[src/rtl/refdiv_pkg.sv]
package refdiv_pkg;

    // Width of the reference-output mode code carried above the ratio field
    localparam int unsigned MODE_W   = 3;
    // Smallest programmable ratio above the pass-through ratio of one
    localparam int unsigned PROG_MIN = 10;

    typedef enum logic [MODE_W-1:0] {
        OUT_OFF   = 3'd0,
        OUT_DIV1  = 3'd1,
        OUT_DIV2  = 3'd2,
        OUT_DIV4  = 3'd3,
        OUT_DIV8  = 3'd4,
        OUT_DIV16 = 3'd5
    } out_mode_e;

    function automatic logic ratio_ok(input int unsigned r);
        return (r == 1) || (r >= PROG_MIN);
    endfunction

endpackage

[src/rtl/refdiv_wbuf.sv]
module refdiv_wbuf
    import refdiv_pkg::*;
#(
    parameter int unsigned RATIO_W     = 13,
    parameter int unsigned RESET_RATIO = 10
) (
    input  logic                        clk,
    input  logic                        rst_n,
    input  logic                        wr,
    input  logic [RATIO_W+MODE_W-1:0]   data,
    output logic [RATIO_W-1:0]          fb_ratio,
    output logic [MODE_W-1:0]           out_mode
);

    typedef struct packed {
        logic [RATIO_W-1:0] ratio;
        logic [MODE_W-1:0]  mode;
    } wbuf_t;

    wbuf_t st_d, st_q;

    always_comb begin
        st_d = st_q;
        if (wr) begin
            st_d.ratio = data[RATIO_W-1:0];
            st_d.mode  = data[RATIO_W+MODE_W-1:RATIO_W];
        end
    end

    always_ff @(posedge clk or negedge rst_n) begin
        if (!rst_n) begin
            st_q.ratio <= RATIO_W'(RESET_RATIO);
            st_q.mode  <= OUT_OFF;
        end else begin
            st_q <= st_d;
        end
    end

    assign fb_ratio = st_q.ratio;
    assign out_mode = st_q.mode;

endmodule

[src/rtl/refdiv_loop.sv]
module refdiv_loop
    import refdiv_pkg::*;
#(
    parameter int unsigned RATIO_W     = 13,
    parameter int unsigned RESET_RATIO = 10
) (
    input  logic               clk,
    input  logic               rst_n,
    input  logic               xfer,
    input  logic               stby,
    input  logic [RATIO_W-1:0] fb_ratio,
    output logic               pulse,
    output logic               err
);

    localparam int unsigned PAD_W = 32 - RATIO_W;

    typedef struct packed {
        logic [RATIO_W-1:0] act;    // second buffer: ratio in force
        logic [RATIO_W-1:0] cnt;    // down counter, terminal at zero
        logic               pulse;
        logic               err;
    } loop_t;

    loop_t s_d, s_q;
    logic  legal;
    logic  tc;

    always_comb begin
        s_d   = s_q;
        legal = ratio_ok({{PAD_W{1'b0}}, fb_ratio});
        tc    = (s_q.cnt == '0);

        // transfer from the shared staging register
        if (xfer) begin
            if (legal) begin
                s_d.act = fb_ratio;
                s_d.err = 1'b0;
            end else begin
                s_d.err = 1'b1;
            end
        end

        // counting; reload picks up the second buffer as updated this edge
        if (stby) begin
            s_d.cnt   = s_d.act - RATIO_W'(1);
            s_d.pulse = 1'b0;
        end else if (tc) begin
            s_d.cnt   = s_d.act - RATIO_W'(1);
            s_d.pulse = 1'b1;
        end else begin
            s_d.cnt   = s_q.cnt - RATIO_W'(1);
            s_d.pulse = 1'b0;
        end
    end

    always_ff @(posedge clk or negedge rst_n) begin
        if (!rst_n) begin
            s_q.act   <= RATIO_W'(RESET_RATIO);
            s_q.cnt   <= RATIO_W'(RESET_RATIO - 1);
            s_q.pulse <= 1'b0;
            s_q.err   <= 1'b0;
        end else begin
            s_q <= s_d;
        end
    end

    assign pulse = s_q.pulse;
    assign err   = s_q.err;

endmodule

[src/rtl/refdiv_outdiv.sv]
module refdiv_outdiv
    import refdiv_pkg::*;
#(
    parameter int unsigned OUT_STAGES = 4
) (
    input  logic              clk,
    input  logic              rst_n,
    input  logic [MODE_W-1:0] mode,
    output logic              ref_out
);

    localparam int unsigned SEL_W = $clog2(OUT_STAGES + 1);
    localparam int unsigned TAP_N = 1 << SEL_W;

    typedef struct packed {
        logic [OUT_STAGES-1:0] div;
    } odiv_t;

    odiv_t             o_d, o_q;
    logic [TAP_N-1:0]  taps;
    logic [MODE_W-1:0] m1;
    logic [SEL_W-1:0]  sel;

    always_comb begin
        o_d     = o_q;
        o_d.div = o_q.div + OUT_STAGES'(1);
    end

    always_ff @(posedge clk or negedge rst_n) begin
        if (!rst_n) begin
            o_q.div <= '0;
        end else begin
            o_q <= o_d;
        end
    end

    // tap 0 is the undivided clock, tap k is the 2^k ripple bit
    for (genvar j = 0; j < TAP_N; j++) begin : g_tap
        if (j == 0) begin : g_pass
            assign taps[j] = clk;
        end else if (j <= OUT_STAGES) begin : g_bit
            assign taps[j] = o_q.div[j-1];
        end else begin : g_clamp
            assign taps[j] = o_q.div[OUT_STAGES-1];
        end
    end

    always_comb begin
        m1 = mode - MODE_W'(1);
        if (int'(m1) > int'(OUT_STAGES)) begin
            sel = SEL_W'(OUT_STAGES);
        end else begin
            sel = SEL_W'(m1);
        end
        if (mode == OUT_OFF) begin
            ref_out = 1'b0;
        end else begin
            ref_out = taps[sel];
        end
    end

endmodule

[src/rtl/refdiv_dual.sv]
module refdiv_dual
    import refdiv_pkg::*;
#(
    parameter int unsigned RATIO_W     = 13,
    parameter int unsigned NUM_LOOPS   = 2,
    parameter int unsigned OUT_STAGES  = 4,
    parameter int unsigned RESET_RATIO = 10
) (
    input  logic                          clk,
    input  logic                          rst_n,
    input  logic                          fb_wr,
    input  logic [RATIO_W+MODE_W-1:0]     fb_data,
    input  logic [NUM_LOOPS-1:0]          xfer,
    input  logic [NUM_LOOPS-1:0]          stby,
    output logic [NUM_LOOPS-1:0]          ref_pulse,
    output logic [NUM_LOOPS-1:0]          ratio_err,
    output logic                          ref_out
);

    logic [RATIO_W-1:0] fb_ratio;
    logic [MODE_W-1:0]  out_mode;

    refdiv_wbuf #(
        .RATIO_W     (RATIO_W),
        .RESET_RATIO (RESET_RATIO)
    ) u_wbuf (
        .clk      (clk),
        .rst_n    (rst_n),
        .wr       (fb_wr),
        .data     (fb_data),
        .fb_ratio (fb_ratio),
        .out_mode (out_mode)
    );

    for (genvar i = 0; i < NUM_LOOPS; i++) begin : g_loop
        refdiv_loop #(
            .RATIO_W     (RATIO_W),
            .RESET_RATIO (RESET_RATIO)
        ) u_loop (
            .clk      (clk),
            .rst_n    (rst_n),
            .xfer     (xfer[i]),
            .stby     (stby[i]),
            .fb_ratio (fb_ratio),
            .pulse    (ref_pulse[i]),
            .err      (ratio_err[i])
        );
    end

    refdiv_outdiv #(
        .OUT_STAGES (OUT_STAGES)
    ) u_outdiv (
        .clk     (clk),
        .rst_n   (rst_n),
        .mode    (out_mode),
        .ref_out (ref_out)
    );

endmodule

[config.mk]
export PLATFORM = sky130hd
export DESIGN_NAME = refdiv_dual
export DESIGN_NICKNAME = d
export VERILOG_FILES = /design/src/rtl/refdiv_pkg.sv /design/src/rtl/refdiv_wbuf.sv /design/src/rtl/refdiv_loop.sv /design/src/rtl/refdiv_outdiv.sv /design/src/rtl/refdiv_dual.sv
export SDC_FILE = /design/constraint.sdc
export NUM_CORES = 1
export LEC_CHECK = 0
export CAP_MARGIN = 20
export CORE_ASPECT_RATIO = 1.25
export CORE_UTILIZATION = 66
export CTS_BUF_LIST = sky130_fd_sc_hd__clkbuf_4 sky130_fd_sc_hd__clkbuf_8
export DETAILED_ROUTE_END_ITERATION = 7
export HOLD_SLACK_MARGIN = 0.08
export PLACE_DENSITY = 0.88
export RECOVER_POWER = 100
export SLEW_MARGIN = 10
export SYNTH_ARGS = -nofsm -noshare
export SYNTH_HDL_FRONTEND = slang
export SYNTH_SLANG_ARGS = --single-unit
[constraint.sdc]
create_clock -name clk -period 8.65 [get_ports clk]
set_input_delay 0.865 -clock clk [delete_from_list [all_inputs] [get_ports clk]]
set_output_delay 0.865 -clock clk [all_outputs]
set_load 0.005 [all_outputs]
==> metrics.md, run 1 <==
| Metric | Value |
|---|---|
| Logic pwr share | 20.1% |
| Starting Density | 69.56% |
| Clock Skews | 0.009029 ns |
| First DRT Iteration DRCs | 294 |
| Proportion of synthesized area in mux cells | 11.24% |
| First-pass GRT wire length | 13.32 mm |
| Initial antenna violation count | 0 |
| Most common cell after layout, fill and taps aside | dfrtp_1 |
| Crit-path slowest cell | dlygate4sd3_1 |
| Hold Path Class | flip-flop to flip-flop |
| Final Wtd Congestion | 0.8557 |
| Clock Latency Late Sink | 0.45 ns |
| GRT Residual Overflow | 0 |
| Least-Margin Pin Slew | 3.900 ns |
| Detailed-route via count | 2,969 |
| Compound-gate portion of the synthesized area | 11.15% |
| CORE AREA | 0.005857 sq mm |
| Peak VDD IR | 0.0001510 V |
| Post-CTS Setup Inserts | 0 |
| Syn. warnings | 0 |
| Worst-path fanout max | 2 |
| Die Ht | 89.84 um |
| Startpoint Class | clock port |
| Final hold vios | 0 |
| NetSw | 0.2884 mW |
| Nature of the critical path endpoint | output pin |
| Via density | 5.732 |
| CTS tree | built |
| Unique cell type count in the Yosys netlist | 53 |
| Total negative slack | 0 ns |
| Post-DR wirelength/cell | 15.53 um |
| Cell Chain, Critical Path | clkbuf_8 > clkbuf_8 > mux4_2 > mux2i_1 > nor2_1 > dlygate4sd3_1 |
| Die area | 0.006493 sq mm |
| Cells after DPL | 500 |
| Slew Limit Fails | 93 |
| DP HPWL | 5.673 mm |
| Synth Instances | 404 |
| Sequential Power Share | 48.6% |
| Post-Synth XOR/XNOR Area | 7.740% |
| Worst setup startpoint | clk |
| PwrDens | 210.9 mW/mm^2 |
| Leak pwr | 1.986 nW |
| Residual DRC count | 0 |
| Cell Rows | 31 |
| Hold_sp | u_outdiv.o_q[0]$_DFF_PN0_ |
| Critical Path Max Stage Delay | 0.56 ns |
| Netlist Area Pre-Place | 0.004074 sq mm |
| Violated checks | max-capacitance violations, max-slew violations |
| Cell mode on critical path | clkbuf_8 |
| # Max-Cap Violations | 2 |
| Post-Route WL | 8.044 mm |
| Crit path kind | clock port to output pin |
| Clock Power Share | 31.3% |
| Number of routed nets with antenna violations | 0 |
| Clock-pin slew on the worst setup and hold paths | 0.07 ns |
| Simple-gate area share of the yosys netlist | 16.77% |
| IO buf count | 27 |
| PostCTS Resize Cnt | 0 |
| Post-Syn Nets | 434 |
| IO Pins | 28 |
| 1st-pass router iterations | 4 |
| FILL cells | 370 |
| Gr usage total | 26.99% |
| Ys async rst share | 100.0% |
| Critical R2R Launch | u_wbuf.fb_ratio[4]$_DFFE_PN0P_ |
| Sequential area share after synthesis | 46.99% |
| Slew headroom | -160.0% |
| Most frequent cells in the layout | 66 x dfrtp_1, 52 x nand2_1, 33 x nor2_1 |
| Synth Area in Adders | 2.150% |
| P&R area growth vs syn | 12.53% |
| Vias in the first global route | 2,905 |
| Largest family of logic cells by synthesized area | simple AND/OR/NAND/NOR gates |
| Die width | 72.27 um |
| Critical path required time | 7.79 ns |
| Setup Viol. Count Final | 0 |
| Final Non-Filler Cells | 518 |
| Area occupied by multi-input gates | 0.001978 sq mm |
| Switching Share | 29.83% |
| Nets | 462 |
| EDFF count, synth | 0 |
| FF+latch count, synth | 76 |
| Unrepaired setup endpoints after global routing | false |
| Most used DFF post-synth | dfrtp_1 |
| # hold bufs at CTS | 0 |
| Largest net degree at the start of global routing | 77 |
| P_int | 0.6785 mW |
| Outcome | finished with violations |
| Post-Syn Area per Cell | 10.08 sq um |
| Diode count | 0 |
| Fraction of layout cells with a size suffix above 1 | 13.30% |
| Crit path arrival time | 5.77 ns |
| Sequential cell area | 0.001914 sq mm |
final timing paths:
| check | slack [ns] | cells past startpoint | endpoint |
|---|---|---|---|
| max in group asynchronous | 4.71 | 1 | u_wbuf.out_mode[2]$_DFFE_PN0P_ |
| min | 0.47 | 1 | u_outdiv.o_q[0]$_DFF_PN0_ |
| max reg2reg | 4.24 | 9 | g_loop[1].u_loop.s_q[12]$_DFF_PN0_ |
| min reg2reg | 0.47 | 1 | u_outdiv.o_q[0]$_DFF_PN0_ |
| max | 2.02 | 6 | ref_out |
| min in group asynchronous | 1.75 | 1 | g_loop[0].u_loop.s_q[15]$_DFF_PN0_ |
power groups by stage:
stage	logic [mW]	clock network [mW]	registers, mW
final	0.195	0.302	0.470
after floorplan	0.150	0.00385	0.460
after global placement	0.186	0.00582	0.473
after global routing	0.219	0.326	0.477
after detailed placement	0.194	0.00582	0.476
after CTS	0.197	0.311	0.469
routing by layer:
metal	GRT usage (%)	share of wire, %
met1	31.86	44
met2	45.17	51
met3	7.399	3.3
met4	12.09	1.6
met5	0	0
Yosys cell counts, types with 2 or more instances:
cell type   n  share of area (%)
xor2_1     17                3.7
ha_1        7                2.1
buf_2       3               0.37
mux2_2     24                6.6
buf_4       6                1.1
nor4_1      6               0.92
or3_1       5               0.77
a21oi_1    11                1.4
or4_1       3               0.55
a22o_1      3               0.65
mux2i_1    15                3.7
nand2_1    52                4.8
clkbuf_1    7               0.65
nand4_1     2               0.31
inv_1      20                1.8
o21a_1      2               0.37
dfstp_2    10                6.4
nand2b_1    3               0.46
nor2_1     33                3.0
a211oi_1    2               0.37
nand3b_1    2               0.37
xnor2_1    19                4.1
o211ai_1    2               0.37
a22oi_1     4               0.74
dfrtp_1    66                 41
o31ai_1     3               0.55
a31oi_1     4               0.61
nand3_1     7               0.86
nor3_1     21                2.6
o21ai_0    21                2.6
o21ai_1     2               0.25
state kept, by name, indices dropped and copies added, names as in the netlist:
| register | flops |
|---|---|
| g_loop.u_loop.err | 2 |
| g_loop.u_loop.pulse | 2 |
| g_loop.u_loop.s_q | 52 |
| u_outdiv.o_q | 4 |
| u_wbuf.fb_ratio | 13 |
| u_wbuf.out_mode | 3 |
cell families after synthesis:
family,count (synthesis)
DFF,76
and+or+nand+nor,143
muxes,41
AOI/OAI and AO/OA,65
xor gates and xnor gates,36
adders and majority gates,7
buffers and inverters,36
worst max-delay path, delay by kind of cell:
family | cells | cell delay, ns
muxes | 2 | 0.60
and+or+nand+nor | 1 | 0.05
buffers and inverters | 3 | 0.79
stage by stage:
step	utilization, %	power [mW]	hold slack [ns]	setup WS (ns)	instance area (sq um)
3_5_place_dp	74.79	0.6758	0.4643	2.422	4380
5_1_grt	78.27	1.022	0.4923	1.978	4584
2_1_floorplan	-	0.6139	0.4297	2.833	4074
3_3_place_gp	74.79	0.6648	0.4460	2.422	4380
4_1_cts	78.74	0.9770	0.4763	2.133	4612
6_report	78.27	0.9669	0.4740	2.015	4584
cell type report:
cell class	count	share of cell area [%]
Multi-Input combinational cell	292	43.15
Sequential cell	76	41.76
Timing Repair Buffer	29	5.950
Clock buffer	14	4.121
Tap cell	82	2.238
Inverter	20	1.638
Clock inverter	5	1.146
Note: power is estimated with default switching activity, not from simulation.
==> inputs of run 2 (changes only) <==
- CORE_UTILIZATION: 66 -> 55
- PLACE_DENSITY: 0.88 -> 0.78
- clock period: 8.65 -> 6.1 ns (I/O delays scaled with it)
==> run 2 against run 1 <==
Against the previous run: the run still ends with max-capacitance violations, max-slew violations left; worst hold slack got worse by 0.0066 ns; register-to-register slack got worse by 2.6 ns; worst setup slack got worse by 1.0 ns; die area increased by 19%; cell count increased by 1.7%; utilization decreased by 12 points.
==> metrics.md, run 2 (same netlist as run 1, synthesis figures left out) <==
| Metric | Value |
|---|---|
| Critical R2R Launch | u_wbuf.fb_ratio[8]$_DFFE_PN0P_ |
| Clock Latency Late Sink | 0.46 ns |
| End of the critical path | ref_out |
| Final Wtd Congestion | 0.8389 |
| Final hold vios | 0 |
| Worst-path fanout max | 2 |
| CTS tree | built |
| 1st-pass router iterations | 5 |
| CP top delay family | buffers and inverters |
| First DRT Iteration DRCs | 171 |
| Cell mode on critical path | clkbuf_8 |
| Sequential Power Share | 45.1% |
| Logic pwr share | 18.5% |
| P_int | 1.064 mW |
| Hold path depth | 1 |
| PwrDens | 318.3 mW/mm^2 |
| Setup Viol. Count Final | 0 |
| Slew headroom | -163.9% |
| Most common cell after layout, fill and taps aside | dfrtp_1 |
| IO Pins | 28 |
| Worst reg2reg setup slack | 1.65 ns |
| Hold Path Class | flip-flop to flip-flop |
| NetSw | 0.4153 mW |
| DP HPWL | 5.886 mm |
| Die Ht | 98.23 um |
| Worst hold slack | 0.4675 ns |
| Unrepaired setup endpoints after global routing | false |
| Detailed-route via count | 2,944 |
| Diode count | 0 |
| Post-CTS Setup Inserts | 0 |
| Via density | 5.586 |
| P&R area growth vs syn | 14.10% |
| Total negative slack | 0 ns |
| Crit path buffers/inverters | 3 |
| # Max-Cap Violations | 2 |
| Worst setup startpoint | clk |
| Reg2reg end | g_loop[1].u_loop.s_q[14]$_DFF_PN0_ |
| Nets | 462 |
| Largest Register | g_loop.u_loop.s_q |
| Starting Density | 57.69% |
| Slew Limit Fails | 93 |
| Violated checks | max-capacitance violations, max-slew violations |
| GRT Residual Overflow | 0 |
| Critical path depth | 6 |
| Clock Power Share | 36.4% |
| Clock-pin slew on the worst setup and hold paths | 0.07 ns |
| Switching Share | 28.07% |
| Peak VDD IR | 0.0002859 V |
| IO buf count | 27 |
| Fraction of layout cells with a size suffix above 1 | 13.04% |
| Cell Rows | 34 |
| Startpoint Class | clock port |
| Die width | 78.98 um |
| Cell Chain, Critical Path | clkbuf_8 > clkbuf_8 > mux4_2 > mux2i_1 > nor2_1 > dlygate4sd3_1 |
| Most frequent cells in the layout | 66 x dfrtp_1, 52 x nand2_1, 33 x nor2_1 |
| Leak pwr | 2.012 nW |
| First-pass GRT wire length | 13.88 mm |
| Residual DRC count | 0 |
| Critical path required time | 5.49 ns |
| Outcome | finished with violations |
| Cells after DPL | 508 |
| Post-Route WL | 8.190 mm |
| Crit-path slowest cell | dlygate4sd3_1 |
| Crit path arrival time | 4.48 ns |
| Critical Path Max Stage Delay | 0.57 ns |
| Cell count of the worst reg-to-reg path | 9 |
| Final Non-Filler Cells | 527 |
| Least-Margin Pin Slew | 3.958 ns |
| # hold bufs at CTS | 0 |
| Crit path kind | clock port to output pin |
| Max FFs per register | 52 |
| Post-DR wirelength/cell | 15.54 um |
| Die area | 0.007758 sq mm |
| CORE AREA | 0.007062 sq mm |
| Gr usage total | 23.62% |
| Nature of the critical path endpoint | output pin |
| Number of routed nets with antenna violations | 0 |
| Initial antenna violation count | 0 |
| Largest net degree at the start of global routing | 77 |
| Vias in the first global route | 3,044 |
| Clock Skews | 0.01085 ns |
| PostCTS Resize Cnt | 0 |
[run 2: worst min path at each step]
stage,to,from
floorplan,g_loop[0].u_loop.err$_DFFE_PN0P_,rst_n
global placement,g_loop[0].u_loop.pulse$_DFF_PN0_,g_loop[0].u_loop.s_q[14]$_DFF_PN0_
detailed placement,g_loop[0].u_loop.pulse$_DFF_PN0_,g_loop[0].u_loop.s_q[14]$_DFF_PN0_
CTS,g_loop[0].u_loop.s_q[4]$_DFF_PN0_,rst_n
global route,u_outdiv.o_q[3]$_DFF_PN0_,u_outdiv.o_q[3]$_DFF_PN0_
finish,u_outdiv.o_q[0]$_DFF_PN0_,u_outdiv.o_q[0]$_DFF_PN0_
[run 2: final cells by class]
cell class | instances | area [sq um]
tap | 90 | 112.6
timing repair buffer | 29 | 269.0
clock inverter | 4 | 95.09
fill | 554 | 2414
sequential | 76 | 1914
multi-input combinational | 292 | 1972
clock buffer | 16 | 210.2
inverter | 20 | 75.07
[run 2: through the flow]
stage          power (mW)  utilization (%)  cell area (sq um)  worst slack [ns]
2_1_floorplan      0.8705                -               4074             1.813
3_3_place_gp       0.9464            62.17               4390             1.402
3_5_place_dp       0.9613            62.17               4390             1.402
4_1_cts             1.500            66.35               4686             1.114
5_1_grt             1.557            65.82               4648            0.9185
6_report            1.480            65.82               4648             1.013
[run 2: metal layers]
| layer | wire (um) | vias up | GRT usage (%) |
|---|---|---|---|
| met5 | 0 | - | 0 |
| met4 | 212 | 0 | 13.71 |
| met3 | 263 | 18 | 5.140 |
| met2 | 4167 | 58 | 38.99 |
| met1 | 3547 | 1403 | 28.07 |
| li1 | - | 1465 | - |
[run 2: power groups by stage]
stage	registers (mW)	clock network [mW]	logic (mW)
3_5_place_dp	0.677	0.00825	0.276
2_1_floorplan	0.652	0.00547	0.213
6_report	0.668	0.539	0.273
4_1_cts	0.668	0.553	0.279
3_3_place_gp	0.671	0.00825	0.268
5_1_grt	0.679	0.570	0.308
